### config.mk
export PLATFORM = sky130hd
export DESIGN_NAME = amem_strobe_seq
export DESIGN_NICKNAME = d
export VERILOG_FILES = /design/src/rtl/amem_seq_pkg.sv /design/src/rtl/amem_cfg_unpack.sv /design/src/rtl/amem_level_sync.sv /design/src/rtl/amem_seq_core.sv /design/src/rtl/amem_pin_drive.sv /design/src/rtl/amem_strobe_seq.sv
export SDC_FILE = /design/constraint.sdc
export NUM_CORES = 1
export LEC_CHECK = 0
export ABC_AREA = 1
export BUFFER_PORTS_ARGS = -buffer_cell sky130_fd_sc_hd__buf_2
export CAP_MARGIN = 20
export CORE_MARGIN = 8
export CORE_UTILIZATION = 51
export DETAILED_ROUTE_END_ITERATION = 8
export PLACE_DENSITY = 0.8
export SETUP_SLACK_MARGIN = 0.5
export SLEW_MARGIN = 30
export SYNTH_ARGS = -nofsm -noshare
export SYNTH_HDL_FRONTEND = slang
export SYNTH_HIERARCHICAL = 1
export SYNTH_SLANG_ARGS = --single-unit
### constraint.sdc
create_clock -name clk -period 2.26 [get_ports clk]
set_clock_uncertainty 0.2 [all_clocks]
set_input_delay 0.226 -clock clk [delete_from_list [all_inputs] [get_ports clk]]
set_output_delay 0.226 -clock clk [all_outputs]
set_load 0.03 [all_outputs]
### src/rtl/amem_seq_pkg.sv
package amem_seq_pkg;

    // Configuration word bit range used by the sequencer
    localparam int CFG_HI   = 29;
    localparam int CFG_LO   = 2;

    // Field widths
    localparam int SETUP_W  = 4;
    localparam int STROBE_W = 6;
    localparam int HOLD_W   = 3;
    localparam int TURN_W   = 2;

    // Field positions inside the configuration word
    localparam int WSU_LSB  = 26;
    localparam int WST_LSB  = 20;
    localparam int WHO_LSB  = 17;
    localparam int RSU_LSB  = 13;
    localparam int RST_LSB  = 7;
    localparam int RHO_LSB  = 4;
    localparam int TA_LSB   = 2;

    // Phase counter wide enough for the widest field
    localparam int CNT_W = (STROBE_W > SETUP_W) ? STROBE_W : SETUP_W;

    typedef enum logic [2:0] {
        PH_IDLE   = 3'd0,
        PH_SETUP  = 3'd1,
        PH_STROBE = 3'd2,
        PH_HOLD   = 3'd3,
        PH_TURN   = 3'd4
    } phase_e;

    typedef struct packed {
        logic [SETUP_W-1:0]  setup;
        logic [STROBE_W-1:0] strobe;
        logic [HOLD_W-1:0]   hold;
    } dir_timing_t;

    typedef struct packed {
        dir_timing_t         wr;
        dir_timing_t         rd;
        logic [TURN_W-1:0]   turn;
    } timing_t;

endpackage

### src/rtl/amem_cfg_unpack.sv
module amem_cfg_unpack
    import amem_seq_pkg::*;
(
    input  logic [CFG_HI:CFG_LO] cfg_word,
    output timing_t              tim
);

    always_comb begin
        tim.wr.setup  = cfg_word[WSU_LSB +: SETUP_W];
        tim.wr.strobe = cfg_word[WST_LSB +: STROBE_W];
        tim.wr.hold   = cfg_word[WHO_LSB +: HOLD_W];
        tim.rd.setup  = cfg_word[RSU_LSB +: SETUP_W];
        tim.rd.strobe = cfg_word[RST_LSB +: STROBE_W];
        tim.rd.hold   = cfg_word[RHO_LSB +: HOLD_W];
        tim.turn      = cfg_word[TA_LSB +: TURN_W];
    end

endmodule

### src/rtl/amem_level_sync.sv
module amem_level_sync #(
    parameter int STAGES = 2
) (
    input  logic clk,
    input  logic rst_n,
    input  logic lvl_in,
    output logic lvl_out
);

    logic [STAGES-1:0] sh_d, sh_q;

    generate
        if (STAGES == 1) begin : g_single
            always_comb sh_d = lvl_in;
        end else begin : g_chain
            always_comb sh_d = {sh_q[STAGES-2:0], lvl_in};
        end
    endgenerate

    always_ff @(posedge clk) begin
        if (!rst_n) sh_q <= '0;
        else        sh_q <= sh_d;
    end

    assign lvl_out = sh_q[STAGES-1];

endmodule

### src/rtl/amem_seq_core.sv
module amem_seq_core
    import amem_seq_pkg::*;
#(
    parameter int ADDR_W = 16,
    parameter int DATA_W = 8
) (
    input  logic              clk,
    input  logic              rst_n,
    input  timing_t           tim,
    input  logic              req,
    input  logic              req_write,
    input  logic              req_cle,
    input  logic              req_ale,
    input  logic [ADDR_W-1:0] req_addr,
    input  logic [DATA_W-1:0] req_wdata,
    input  logic [DATA_W-1:0] mem_din,
    output phase_e            phase,
    output logic              xf_write,
    output logic              xf_cle,
    output logic              xf_ale,
    output logic [ADDR_W-1:0] xf_addr,
    output logic [DATA_W-1:0] xf_wdata,
    output logic [DATA_W-1:0] rdata,
    output logic              ack
);

    typedef struct packed {
        phase_e            phase;
        logic [CNT_W-1:0]  cnt;
        dir_timing_t       cur;
        logic [TURN_W-1:0] turn;
        logic              wr;
        logic              cle;
        logic              ale;
        logic [ADDR_W-1:0] addr;
        logic [DATA_W-1:0] wdata;
        logic [DATA_W-1:0] rdata;
        logic              ack;
    } state_t;

    state_t      d, q;
    dir_timing_t sel;
    logic        accept;
    logic        last;

    always_comb begin
        d      = q;
        d.ack  = 1'b0;
        accept = 1'b0;
        sel    = req_write ? tim.wr : tim.rd;
        last   = (q.cnt == '0);

        case (q.phase)
            PH_IDLE: begin
                if (req) accept = 1'b1;
            end
            PH_SETUP: begin
                if (last) begin
                    d.phase = PH_STROBE;
                    d.cnt   = CNT_W'(q.cur.strobe);
                end else begin
                    d.cnt = q.cnt - 1'b1;
                end
            end
            PH_STROBE: begin
                if (last) begin
                    d.phase = PH_HOLD;
                    d.cnt   = CNT_W'(q.cur.hold);
                    if (!q.wr) d.rdata = mem_din;
                end else begin
                    d.cnt = q.cnt - 1'b1;
                end
            end
            PH_HOLD: begin
                if (last) begin
                    d.phase = PH_TURN;
                    d.cnt   = CNT_W'(q.turn);
                    d.ack   = 1'b1;
                end else begin
                    d.cnt = q.cnt - 1'b1;
                end
            end
            PH_TURN: begin
                if (last) begin
                    if (req) accept  = 1'b1;
                    else     d.phase = PH_IDLE;
                end else begin
                    d.cnt = q.cnt - 1'b1;
                end
            end
            default: d.phase = PH_IDLE;
        endcase

        if (accept) begin
            d.phase = PH_SETUP;
            d.cur   = sel;
            d.cnt   = CNT_W'(sel.setup);
            d.turn  = tim.turn;
            d.wr    = req_write;
            d.cle   = req_cle;
            d.ale   = req_ale;
            d.addr  = req_addr;
            d.wdata = req_wdata;
        end
    end

    always_ff @(posedge clk) begin
        if (!rst_n) q <= '0;
        else        q <= d;
    end

    assign phase    = q.phase;
    assign xf_write = q.wr;
    assign xf_cle   = q.cle;
    assign xf_ale   = q.ale;
    assign xf_addr  = q.addr;
    assign xf_wdata = q.wdata;
    assign rdata    = q.rdata;
    assign ack      = q.ack;

endmodule

### src/rtl/amem_pin_drive.sv
module amem_pin_drive
    import amem_seq_pkg::*;
#(
    parameter int ADDR_W = 16,
    parameter int DATA_W = 8
) (
    input  phase_e            phase,
    input  logic              xf_write,
    input  logic              xf_cle,
    input  logic              xf_ale,
    input  logic [ADDR_W-1:0] xf_addr,
    input  logic [DATA_W-1:0] xf_wdata,
    output logic              mem_cs_n,
    output logic              mem_we_n,
    output logic              mem_oe_n,
    output logic              mem_cle,
    output logic              mem_ale,
    output logic [ADDR_W-1:0] mem_addr,
    output logic [DATA_W-1:0] mem_dout,
    output logic              mem_dout_en
);

    logic active;
    logic strobing;

    always_comb begin
        active      = (phase == PH_SETUP) || (phase == PH_STROBE) || (phase == PH_HOLD);
        strobing    = (phase == PH_STROBE);
        mem_cs_n    = !active;
        mem_we_n    = !(strobing && xf_write);
        mem_oe_n    = !(strobing && !xf_write);
        mem_cle     = active && xf_cle;
        mem_ale     = active && xf_ale;
        mem_addr    = xf_addr;
        mem_dout    = xf_wdata;
        mem_dout_en = active && xf_write;
    end

endmodule

### src/rtl/amem_strobe_seq.sv
module amem_strobe_seq
    import amem_seq_pkg::*;
#(
    parameter int ADDR_W      = 16,
    parameter int DATA_W      = 8,
    parameter int SYNC_STAGES = 2
) (
    input  logic              clk,
    input  logic              rst_n,
    input  logic [29:2]       cfg_word,
    input  logic              req,
    input  logic              req_write,
    input  logic              req_cle,
    input  logic              req_ale,
    input  logic [ADDR_W-1:0] req_addr,
    input  logic [DATA_W-1:0] req_wdata,
    output logic              ack,
    output logic [DATA_W-1:0] rdata,
    output logic              stat_ready,
    output logic              mem_cs_n,
    output logic              mem_we_n,
    output logic              mem_oe_n,
    output logic              mem_cle,
    output logic              mem_ale,
    output logic [ADDR_W-1:0] mem_addr,
    output logic [DATA_W-1:0] mem_dout,
    output logic              mem_dout_en,
    input  logic [DATA_W-1:0] mem_din,
    input  logic              mem_rdy
);

    timing_t           tim;
    phase_e            phase;
    logic              xf_write;
    logic              xf_cle;
    logic              xf_ale;
    logic [ADDR_W-1:0] xf_addr;
    logic [DATA_W-1:0] xf_wdata;

    amem_cfg_unpack u_unpack (
        .cfg_word (cfg_word),
        .tim      (tim)
    );

    amem_seq_core #(.ADDR_W(ADDR_W), .DATA_W(DATA_W)) u_core (
        .clk       (clk),
        .rst_n     (rst_n),
        .tim       (tim),
        .req       (req),
        .req_write (req_write),
        .req_cle   (req_cle),
        .req_ale   (req_ale),
        .req_addr  (req_addr),
        .req_wdata (req_wdata),
        .mem_din   (mem_din),
        .phase     (phase),
        .xf_write  (xf_write),
        .xf_cle    (xf_cle),
        .xf_ale    (xf_ale),
        .xf_addr   (xf_addr),
        .xf_wdata  (xf_wdata),
        .rdata     (rdata),
        .ack       (ack)
    );

    amem_pin_drive #(.ADDR_W(ADDR_W), .DATA_W(DATA_W)) u_pins (
        .phase       (phase),
        .xf_write    (xf_write),
        .xf_cle      (xf_cle),
        .xf_ale      (xf_ale),
        .xf_addr     (xf_addr),
        .xf_wdata    (xf_wdata),
        .mem_cs_n    (mem_cs_n),
        .mem_we_n    (mem_we_n),
        .mem_oe_n    (mem_oe_n),
        .mem_cle     (mem_cle),
        .mem_ale     (mem_ale),
        .mem_addr    (mem_addr),
        .mem_dout    (mem_dout),
        .mem_dout_en (mem_dout_en)
    );

    amem_level_sync #(.STAGES(SYNC_STAGES)) u_rdy_sync (
        .clk     (clk),
        .rst_n   (rst_n),
        .lvl_in  (mem_rdy),
        .lvl_out (stat_ready)
    );

endmodule

==> After elaboration in Yosys (flattened, before gate mapping) <==
Index checks and enable logic that the tools add are counted.
{ "word_totals": {"wordCells": 76, "input_bits": 67, "register_bits": 62, "out_inout_bits": 40} }
{ "classes": {"mux": 17, "add_sub_neg": 1, "n_reduce_logical": 22, "eq_ne": 17, "bitwise": 3} }
{ "op_table": {"columns": ["operator", "n"], "rows": [
  ["two-way mux 49 bit", 1],
  ["two-way mux 6 bit", 4],
  ["case mux 6 bit (4 select lines)", 1],
  ["two-way mux 3 bit", 5],
  ["case mux 3 bit (5 select lines)", 1],
  ["two-way mux 13 bit", 1],
  ["AND reduction 6 bit", 2],
  ["!= test 3 x 1 -> 1 bit (second input constant)", 3],
  ["!= test 2 x 1 -> 1 bit (second input constant)", 4],
  ["equality test 3 x 2 -> 1 bit (second input constant)", 2],
  ["zero test 6 bit", 1],
  ["!= test 2 bit (second input constant)", 3],
  ["!= test 3 x 2 -> 1 bit (second input constant)", 2],
  ["AND reduction 2 bit", 3],
  ["subtractor 6 x 1 -> 6 bit (second input constant)", 1],
  ["logical AND 1 bit", 5],
  ["nonzero test 5 bit", 1],
  ["zero test 1 bit", 4],
  ["nonzero test 4 bit", 1],
  ["equality test 3 x 1 -> 1 bit (second input constant)", 1],
  ["equality test 3 bit (second input constant)", 1],
  ["zero test 3 bit", 1],
  ["two-way mux 1 bit", 3],
  ["!= test 3 bit (second input constant)", 1],
  ["5 further kinds", 8]
]} }

==> Logic depth before layout (Yosys ltp) <==
{ "depth": {"depth_word": 5, "depth_mapped": 11} }

==> Cells and area by module <==
The synthesis kept the hierarchy.
{ "modules_own_cells": {"columns": ["mod", "n_inst", "seq_area_each_um2", "area_per_inst_um2", "cells_per_inst"], "rows": [
  ["amem_seq_core", 1, 1121.1, 2805.2, 399],
  ["amem_pin_drive", 1, 0.0, 231.5, 35],
  ["amem_cfg_unpack", 1, 0.0, 210.2, 28],
  ["amem_level_sync", 1, 40.0, 55.1, 6]
]} }

==> Worst setup path after synthesis <==
OpenSTA, ideal clock, no wires.
{ "synth_timing": {"kind": "register -> register", "from": "register u_core/q[51] in the netlist's numbering", "to": "register u_core.q (netlist bit u_core/phase[0])", "setup_time_ns": 0.117, "arrival_time_ns": 1.369, "required_time_ns": 1.943, "path_stages_with_launch": 10, "path_slack_ns": 0.574, "cell_sequence": "dfxtp_1 > inv_1 > ha_1 > nand3_4 > nand2_4 > nand2_4 > inv_2 > buf_4 > nor3_1 > nor2_1"} }
{ "synth_via": {"elab_chain_cells": 5, "elab_cells_between_ends": 11, "cone_classes": "6 x eq/ne; 3 x mux; 2 x reduce/logical"} }
{ "synth_lines": {"columns": ["item", "line_no", "rtl"], "rows": [
  ["start, declared", "amem_seq_core.sv:41", "state_t d, q;"],
  ["start signal, assigned", "amem_seq_core.sv:108", "if (!rst_n) q <= '0;"],
  ["start signal, assigned", "amem_seq_core.sv:109", "else q <= d;"],
  ["zero test 6 bit (*)", "amem_seq_core.sv:51", "last = (q.cnt == '0);"],
  ["two-way mux 1 bit", "amem_seq_core.sv:84", "if (last) begin"],
  ["case mux 1 bit (2 select lines)", "amem_seq_core.sv:53", "case (q.phase)"],
  ["!= test 3 bit (no source line) (tied with other cells)", null, null],
  ["AND reduction 6 bit (no source line)", null, null]
]} }
Every way passes the cells marked *; elsewhere a longest branch is shown, timed or not.
A chain may end at the register's enable or synchronous reset.

==> Final worst setup path <==
{ "layout_timing": {"from": "register u_core.q (netlist bit u_core/phase[2])", "to": "output port mem_dout_en"} }
{ "layout_via": {"elab_chain_cells": 4, "elab_cells_between_ends": 6, "cone_classes": "3 x eq/ne; 3 x reduce/logical"} }
{ "layout_lines": {"columns": ["item", "line_no", "rtl"], "rows": [
  ["equality test 3 x 1 -> 1 bit / equality test 3 x 2 -> 1 bit (equally long branches)", "amem_pin_drive.sv:27", "active = (phase == PH_SETUP) || (phase == PH_STROBE) || (phase == PH_HOLD);"],
  ["logical OR 1 bit", "amem_pin_drive.sv:27", null],
  ["logical OR 1 bit (*)", "amem_pin_drive.sv:27", null],
  ["logical AND 1 bit (*)", "amem_pin_drive.sv:36", "mem_dout_en = active && xf_write;"],
  ["end, declared", "amem_strobe_seq.sv:27", "output logic mem_dout_en,"]
]} }
Marks and branches as above.

==> flow_metrics.py <==
metrics = {
    "power_and_ir_drop": {
        "power_density_mw_per_mm2": 807,
        "pwr-share-seq": 0.354,
        "vdd_drop_max_mv": 0.567,
        "power_frac_comb": 0.341,
        "cellInternalPower_uw": 2280,
        "p_switching_uw": 1150,
        "p_clk_frac": 0.305,
        "total_power_uw": 3430,
        "cellLeakagePower_uw": 0.00208,
        "p_sw_frac": 0.335,
    },
    "critical_path": {
        "critPathTopFamily": "flip-flops",
        "arrival_ns": 1.29,
        "r2r_cells": 8,
        "worstSetupEndpointType": "output port",
        "startpoint_type": "flip-flop",
        "path_max_fanout": 6,
        "cpMaxStageDelayCell": "dfxtp_2",
        "crit_buf_inv": 2,
        "r2r_end": "u_core/xf_addr[3]",
        "reg2reg_slack_ns": 0.56,
        "reg2reg_from": "u_core/q[52]",
        "crit_path_cell_trace": "inv_1, o21ai_2, nor2_1, clkbuf_4",
        "critPathMaxStageDelay_ns": 0.38,
        "path_class": "reg -> out",
        "cp.required_ns": 1.83,
    },
    "cts": {
        "cts_tree": "yes",
        "clock-root-buffer": "clkbuf_8",
        "numCtsBuffers": 9,
        "clk_latency_ns": 0.33,
        "clock_sinks": 58,
        "clock_path_buffers": 2,
        "clkTransAtPathRegs_ns": 0.07,
        "h-tree-depth": 3,
    },
    "timing": {
        "worstMarginPinSlew_ns": 0.427,
        "fmax_mhz": 582,
        "rsz0062_at_grt": "true",
        "holdWs_ns": 0.0380,
        "period_minus_slack_ns": 1.72,
        "relSlewSlack": 0.715,
        "slew_violations": 0,
        "hold_violations": 0,
        "period_share": 0.760,
        "setup_viol": 0,
        "tns_ns": 0,
    },
    "finish": {
        "final_cells": 641,
        "area_delta_synth_final_pct": 28.7,
        "seq_area_mm2": 0.00117,
        "layout-drive-gt1-share": 0.315,
        "final_nets": 625,
        "multi_input_area_mm2": 0.00134,
        "fillers": 502,
        "final_util": 0.673,
    },
    "die": {
        "die_h_um": 96.5,
        "dieArea_mm2": 0.00931,
        "core_mm2": 0.00631,
        "die_w_um": 96.5,
        "io_pins": 107,
        "std_cell_rows": 29,
        "initial_core_util": 0.523,
    },
    "yosys": {
        "synth-main-ff-cell": "dfxtp_1",
        "synth_sequential_area_ratio": 0.352,
        "synthArstFlopShare": 0,
        "synth_area_mm2": 0.00330,
        "syn-num-nets": 536,
        "synth-edff-count": 0,
        "yosysUniqueCellTypes": 30,
        "syn_area_per_cell_um2": 7.06,
        "yosysWarnings": 6,
        "synth.largest_area_cell": "dfxtp_1",
        "yosys-top-cells-area": "dfxtp_1 35%, buf_4 20%, nor2_1 9.7%",
        "netlist.area_leader.share": 0.352,
        "syn_inst": 468,
        "ys_ff_latch": 58,
    },
    "worst_hold_path": {
        "whs_path_depth": 3,
        "hp-start": "cfg_word[2]",
        "hold_end": "u_core/q[36]",
        "min_path_type": "in -> reg",
    },
    "place": {
        "dp_cells": 555,
        "gp_congestion": 0.896,
        "numPortBuffers": 106,
        "hpwl_um": 5590,
    },
    "route": {
        "drc_errors": 0,
        "drtPass1Iterations": 5,
        "routedWlPerCell_um": 14.3,
        "ant_nets": 0,
        "wl_met3_um": 821,
        "drt_iter0_markers": 152,
        "vias": 3186,
        "route.met2.wl_um": 4570,
        "routed.top_layer": "met4",
        "via_per_inst": 4.97,
        "wl_met1_um": 3480,
        "drt_wl_total_um": 9200,
    },
    "global_route": {
        "grt_max_degree": 29,
        "antenna_found_initial": 2,
        "grt_pass1_vias": 3101,
        "grt_pass1_wl_um": 14200,
        "grt_usage": 0.194,
        "grt.overflow.total": 0,
    },
    "run_status": {
        "outcome": "complete, no violations",
    },
    "flow_run": {
        "maxCapViolCount": 0,
    },
}
## power by group through the flow
stage               combinational [µW]  clock [µW]  sequential (µW)
detailed placement                 876           0             1230
CTS                               1040        1060             1210
floorplan                          825           0             1210
finish                            1170        1050             1220
global route                      1270        1120             1230
global placement                   869           0             1220
## layer usage
metal  up-vias  GRT usage
met4         0      0.102
met5         -          0
met3        29     0.0603
met1      1420      0.200
met2       148      0.345
li1       1589          -
## final cells by class
| cell class | instances | area share |
|---|---|---|
| Antenna cell | 2 | 0.00118 |
| Clock buffer | 10 | 0.0324 |
| Clock inverter | 6 | 0.0188 |
| Inverter | 33 | 0.0309 |
| Multi-Input combinational cell | 276 | 0.316 |
| Sequential cell | 58 | 0.275 |
| Tap cell | 77 | 0.0227 |
| Timing Repair Buffer | 179 | 0.304 |
## cells in the mapped netlist (all sizes together) (2+ instances only)
cell type	n
a21oi	11
a31oi	10
buf	94
clkbuf	8
dfxtp	58
inv	33
nand2	80
nand3	13
nand4	7
nor2	91
nor3	2
o21ai	55
## per-stage QoR
step | setup slack [ns] | cell area [µm²]
6_report | 0.543 | 4250
5_1_grt | 0.454 | 4250
4_1_cts | 0.492 | 4100
3_5_place_dp | 0.197 | 3240
3_3_place_gp | 0.271 | 3240
2_1_floorplan | 0.574 | 3300
## worst max-delay path by stage
stage / start / end / slack [ns] / cells after the start
floorplan: u_core/q[51] / u_core/phase[0] / 0.57 / 9
global placement: u_core/q[51] / u_core/xf_ale / 0.27 / 9
detailed placement: u_core/q[51] / u_core/xf_addr[5] / 0.20 / 9
CTS: u_core/phase[0] / u_core/xf_addr[13] / 0.49 / 7
global route: u_core/phase[1] / u_core/q[55] / 0.45 / 7
finish: u_core/phase[2] / mem_dout_en / 0.54 / 4
## cell usage in the layout, fill, tap and decap left out, drive strengths merged, types with 2 or more instances in the layout
master,n
a21oi,11
a31oi,10
buf,123
bufinv,2
clkbuf,11
clkinv,4
dfxtp,58
diode,2
dlygate4sd3,54
inv,33
nand2,80
nand3,13
nand4,7
nor2,92
nor3,2
o21ai,55
## registers in the layout, indices dropped and copies added (netlist names)
name             count
u_core/q            17
u_core/phase         3
u_core/ack           1
u_rdy_sync/sh_q      2
u_core/xf_addr      16
u_core/xf_wdata      8
u_core/xf_cle        1
u_core/rdata         8
u_core/xf_ale        1
u_core/xf_write      1
## kinds of logic (layout without fill, tap and decap cells)
kind of cell / after synthesis / count (layout) / share of synthesized area
compound gates: 78 / 78 / 0.130
flops: 58 / 58 / 0.352
other cells: 0 / 2 / 0
buf+inv: 135 / 228 / 0.259
xor+xnor: 2 / 2 / 0.00531
simple gates: 194 / 195 / 0.250
fa+ha+maj: 1 / 1 / 0.00379
## tightest hold or removal path: stages
cell and delay, ns:
buf_2 0.07, o21ai_0 0.10, a21oi_1 0.13
## what timing repair did
action                                 CTS  global route
endpoints found under the hold margin   45             0
pin swaps                                0             7
cloned                                   1             1
hold buffers                            54             0
buffers inserted                         3             9
resized for setup                       12            33
setup endpoints to repair               59            49
(Power assumes the default switching activity.)
